==> src/rtl/dcd_pkg.sv <==
package dcd_pkg;
  typedef enum logic {PH_RST = 1'b0, PH_SIG = 1'b1} phase_e;
  typedef enum logic {ST_COARSE = 1'b0, ST_FINE = 1'b1} stage_e;

  // index of a (phase, stage) tally slot
  function automatic logic [1:0] slot_of(input logic ph, input logic st);
    return {ph, st};
  endfunction
endpackage

==> src/rtl/updown_seg.sv <==
module updown_seg #(
  parameter int W = 9
) (
  input  logic                clk,
  input  logic                rst_n,
  input  logic                clr,
  input  logic                step,
  input  logic                dir_up,
  output logic signed [W-1:0] count
);
  always_ff @(posedge clk or negedge rst_n) begin
    if (!rst_n)    count <= '0;
    else if (clr)  count <= '0;
    else if (step) count <= dir_up ? count + W'(1) : count - W'(1);
  end


  hold_when_idle_chk: assert property (@(posedge clk) disable iff (!rst_n)
    (!clr && !step) |=> $stable(count));

  step_up_chk: assert property (@(posedge clk) disable iff (!rst_n)
    (!clr && step && dir_up) |=> (count - $past(count)) == W'(1));

  step_down_chk: assert property (@(posedge clk) disable iff (!rst_n)
    (!clr && step && !dir_up) |=> ($past(count) - count) == W'(1));
endmodule

==> src/rtl/bit_tally.sv <==
module bit_tally #(
  parameter int LIMIT = 128
) (
  input  logic clk,
  input  logic rst_n,
  input  logic clr,
  input  logic hit,
  output logic full,
  output logic last_hit,
  output logic extra_hit
);
  localparam int TW = $clog2(LIMIT + 1);
  localparam logic [TW-1:0] LIM = TW'(LIMIT);

  logic [TW-1:0] tally;

  assign full      = (tally == LIM);
  assign last_hit  = hit && (tally == LIM - TW'(1));
  assign extra_hit = hit && full;

  always_ff @(posedge clk or negedge rst_n) begin
    if (!rst_n)             tally <= '0;
    else if (clr)           tally <= '0;
    else if (hit && !full)  tally <= tally + TW'(1);
  end


  tally_cap_chk: assert property (@(posedge clk) disable iff (!rst_n)
    (full && !clr) |=> full);
endmodule

==> src/rtl/result_combine.sv <==
module result_combine #(
  parameter int CW    = 9,
  parameter int FW    = 7,
  parameter int SHIFT = 5,
  parameter int OUT_W = 12
) (
  input  logic signed [CW-1:0]    coarse,
  input  logic signed [FW-1:0]    fine,
  output logic signed [OUT_W-1:0] res
);
  localparam int SUM_W = ((CW + SHIFT > FW) ? CW + SHIFT : FW) + 2;
  localparam logic signed [SUM_W-1:0] MAXV = SUM_W'((1 <<< (OUT_W - 1)) - 1);
  localparam logic signed [SUM_W-1:0] MINV = -SUM_W'(1 <<< (OUT_W - 1));

  logic signed [SUM_W-1:0] c_ext, f_ext, sum;

  always_comb begin
    c_ext = SUM_W'(coarse);
    f_ext = SUM_W'(fine);
    sum   = (c_ext <<< SHIFT) + f_ext;
    if (sum > MAXV)      res = OUT_W'(MAXV);
    else if (sum < MINV) res = OUT_W'(MINV);
    else                 res = OUT_W'(sum);
  end
endmodule

==> src/rtl/dsm_cds_decimator.sv <==
module dsm_cds_decimator #(
  parameter int COARSE_N = 128,
  parameter int FINE_N   = 32,
  parameter int OUT_W    = 12
) (
  input  logic             clk,
  input  logic             rst_n,
  input  logic             clr,
  input  logic             bit_valid,
  input  logic             mod_bit,
  input  logic             stage_fine,
  input  logic             phase_sig,
  output logic [OUT_W-1:0] result,
  output logic             done,
  output logic             ovf_err
);
  import dcd_pkg::*;

  localparam int CW    = $clog2(COARSE_N) + 2;
  localparam int FW    = $clog2(FINE_N) + 2;
  localparam int SHIFT = $clog2(FINE_N);

  logic [3:0] full_v, last_v, extra_v;
  logic [1:0] cur_slot;
  logic       step_c, step_f;
  logic signed [CW-1:0]    cnt_c;
  logic signed [FW-1:0]    cnt_f;
  logic signed [OUT_W-1:0] res_s;

  assign cur_slot = slot_of(phase_sig, stage_fine);

  for (genvar g = 0; g < 4; g++) begin : g_tally
    localparam int LIM = (g % 2 == 1) ? FINE_N : COARSE_N;
    logic hit;
    assign hit = bit_valid && (cur_slot == 2'(g));
    bit_tally #(.LIMIT(LIM)) u_tally (
      .clk(clk), .rst_n(rst_n), .clr(clr), .hit(hit),
      .full(full_v[g]), .last_hit(last_v[g]), .extra_hit(extra_v[g])
    );
  end

  assign step_c = bit_valid && mod_bit && (stage_fine == ST_COARSE) && !full_v[cur_slot];
  assign step_f = bit_valid && mod_bit && (stage_fine == ST_FINE)   && !full_v[cur_slot];

  updown_seg #(.W(CW)) u_coarse (
    .clk(clk), .rst_n(rst_n), .clr(clr), .step(step_c),
    .dir_up(phase_sig == PH_SIG), .count(cnt_c)
  );

  updown_seg #(.W(FW)) u_fine (
    .clk(clk), .rst_n(rst_n), .clr(clr), .step(step_f),
    .dir_up(phase_sig == PH_SIG), .count(cnt_f)
  );

  result_combine #(.CW(CW), .FW(FW), .SHIFT(SHIFT), .OUT_W(OUT_W)) u_comb (
    .coarse(cnt_c), .fine(cnt_f), .res(res_s)
  );

  assign result = res_s;

  always_ff @(posedge clk or negedge rst_n) begin
    if (!rst_n) begin
      done    <= 1'b0;
      ovf_err <= 1'b0;
    end else if (clr) begin
      done    <= 1'b0;
      ovf_err <= 1'b0;
    end else begin
      done <= last_v[slot_of(PH_SIG, ST_FINE)];
      if (|extra_v) ovf_err <= 1'b1;
    end
  end


  done_src_chk: assert property (@(posedge clk) disable iff (!rst_n)
    done |-> $past(bit_valid && stage_fine && phase_sig && !clr));

  done_single_chk: assert property (@(posedge clk) disable iff (!rst_n)
    done |=> !done);

  ovf_sticky_chk: assert property (@(posedge clk) disable iff (!rst_n)
    (ovf_err && !clr) |=> ovf_err);

  clr_zero_chk: assert property (@(posedge clk) disable iff (!rst_n)
    clr |=> (result == '0 && !done && !ovf_err));

  idle_hold_chk: assert property (@(posedge clk) disable iff (!rst_n)
    (!bit_valid && !clr) |=> $stable(result));
endmodule

==> config.mk <==
export PLATFORM = sky130hd
export DESIGN_NAME = dsm_cds_decimator
export DESIGN_NICKNAME = d
export VERILOG_FILES = /design/src/rtl/dcd_pkg.sv /design/src/rtl/updown_seg.sv /design/src/rtl/bit_tally.sv /design/src/rtl/result_combine.sv /design/src/rtl/dsm_cds_decimator.sv
export SDC_FILE = /design/constraint.sdc
export NUM_CORES = 1
export LEC_CHECK = 0
export BUFFER_PORTS_ARGS = -buffer_cell sky130_fd_sc_hd__buf_4
export CAP_MARGIN = 20
export CELL_PAD_IN_SITES_DETAIL_PLACEMENT = 2
export CELL_PAD_IN_SITES_GLOBAL_PLACEMENT = 2
export CORE_MARGIN = 5
export CORE_UTILIZATION = 35
export DETAILED_ROUTE_END_ITERATION = 12
export PLACE_DENSITY = 0.82
export SETUP_SLACK_MARGIN = 0.15
export SLEW_MARGIN = 10
export SYNTH_ARGS = -nofsm -noshare
export SYNTH_HDL_FRONTEND = slang
export SYNTH_HIERARCHICAL = 1
export SYNTH_SLANG_ARGS = --single-unit
==> constraint.sdc <==
create_clock -name clk -period 2.4 [get_ports clk]
set_input_delay 0.24 -clock clk [delete_from_list [all_inputs] [get_ports clk]]
set_output_delay 0.24 -clock clk [all_outputs]
set_load 0.03 [all_outputs]
==> metrics.md <==
| Metric | Value |
|---|---|
| Syn_nets | 427 |
| RSZ-0062 raised after global routing | yes |
| Hold Crit Class | input port to register |
| Global route total overflow | 0 |
| Data arrival time of the critical path | 2950 ps |
| Port Buffers | 20 |
| Finished Core Util | 48.9% |
| Setup violation total in the final timing report | 12 |
| Clk Latency, worst-skew pair | 310 ps |
| Avg Cell Area, Syn | 9.19 µm² |
| Antenna Nets Post-Route | 0 |
| H-Tree Depth | 2 |
| Overall power | 2.25 mW |
| Antenna diodes | 0 |
| Crit share post-route | 133% |
| Core box area | 9860 µm² |
| HP Start | clr |
| Place WS | -852 ps |
| Site Rows | 36 |
| Required @ worst endpoint | 2160 ps |
| Clock sinks | 46 |
| Lkg Pwr | 2.16 nW |
| Clock Tree Buf Depth | 2 |
| Vias in the first global route | 3857 |
| Commonest non-fill, non-tap cell in the layout | buf_4 |
| Die height | 111 µm |
| Synthesized instance count | 388 |
| WHS | 369 ps |
| GPL Wtd Cong | 0.758 |
| Clock transition at the registers of the reported paths | 100 ps |
| Dpl cell area | 4280 µm² |
| Slew Limit Headroom | 56.3% |
| Largest net degree at the start of global routing | 47 |
| Period minus WS final | 3190 ps |
| Final-stage net count | 511 |
| WL final | 13400 µm |
| Wirelength per Cell | 22.1 µm |
| Worst setup SP type | register |
| Post-synthesis instance area | 3570 µm² |
| Placed insts | 568 |
| Ports | 21 |
| Die W | 111 µm |
| # fillers | 1035 |
| FMAX | 314 MHz |
| Final hold violation count | 0 |
| Pre-Repair DR Iteration Count | 4 |
| Leading cell types in the layout, fill and taps excluded | buf_4 (69), dfrtp_1 (44), nor2_1 (37) |
| Sum Neg Setup Slack | -8870 ps |
| Global-route wire length before repair | 21100 µm |
| Kind of critical path | register to output pin |
| Worst Tran Pin Value | 655 ps |
| Initial antenna violation count | 0 |
| Setup crit start | u_fine/count[6] |
| Die ar. | 12300 µm² |
| DRT iter0 DRCs | 104 |
| Status | finished, violations left |
| Vias | 3337 |
| Max-cap viol count | 0 |
| CTS root buf | clkbuf_8 |
| Synthesis-to-finish area growth | 35.1% |
| PwrDens | 467 nW/µm² |
| Failing checks | setup timing |
| Post-layout instance area | 4820 µm² |
| Residual DRC count | 0 |
| Final setup margin | -787 ps |
| Fraction of layout cells with a size suffix above 1 | 34.3% |
| Reg-to-reg startpoint | u_coarse/count[0] |
| Worst Skew | 9.90 ps |
| Post-DP HPWL | 8400 µm |
| Synth warn | 6 |
| Setup crit end kind | output pin |
| Slew Limit Fails | 0 |
| TritonCTS Buffers | 5 |
| Gr usage total | 21.2% |
| CTS tree | built |
| CP Max Fanout | 11 |
| Vias per cell | 5.52 |
| Initial core utilization | 36.2% |
| Max IR drop VDD | 0.274 mV |
| Finished Layout Cells | 605 |
## final timing paths
check | end | slack (ps) | cells past startpoint
worst max-delay path | result[9] | -790 | 11
worst min-delay path | g_tally[1].u_tally/tally[4] | 370 | 2
worst max register to register | u_coarse/count[8] | 170 | 8
worst min register to register | g_tally[2].u_tally/tally[7] | 570 | 2
max in group asynchronous | u_fine/count[6] | 1410 | 2
min in group asynchronous | u_coarse/count[8] | 480 | 2
## final cells by class
class                   count  area [µm²]  area share [%]
multi-input cells         312        2560            53.2
flip-flops and latches     46        1160            24.0
repair buffers             88         748            15.5
well taps                 133         166            3.45
clock buffers               6        82.6            1.71
inverters                  19        73.8            1.53
clock inverters             1        30.0           0.623
## routing by layer
layer	global-route usage [%]	part of all wire [%]	vias to the layer above
li1	-	-	1574
met1	23.3	40	1672
met2	40.4	54	53
met3	3.11	2.1	38
met4	8.70	4.5	0
met5	0	0	-
## state kept, by name (all words and copies together) (netlist names)
signal,count
g_tally.u_tally/tally,28
done,1
u_fine/count,7
ovf_err,1
u_coarse/count,9
## critical path, stage by stage (launching register included)
cell and delay (ps):
dfrtp_4 540, buf_6 160, ha_1 310, buf_4 170, o21ai_0 270, a22o_1 230
a311oi_4 60, buf_4 160, o31ai_4 280, buf_12 190, a21o_4 140, buf_6 130
## timing repair
action / CTS / global route
hold endpoints to repair: 46 / 0
hold buffers: 1 / 0
pin swaps: 10 / 10
buffers inserted: 17 / 13
setup endpoints to repair: 21 / 20
gates resized for setup: 28 / 19
## power by group
group | switching, mW | internal [mW]
Combinational | 0.433 | 0.382
Sequential | 0.0191 | 0.792
Clock | 0.291 | 0.334
Total | 0.744 | 1.51
Power figures use the tool's default switching activity.
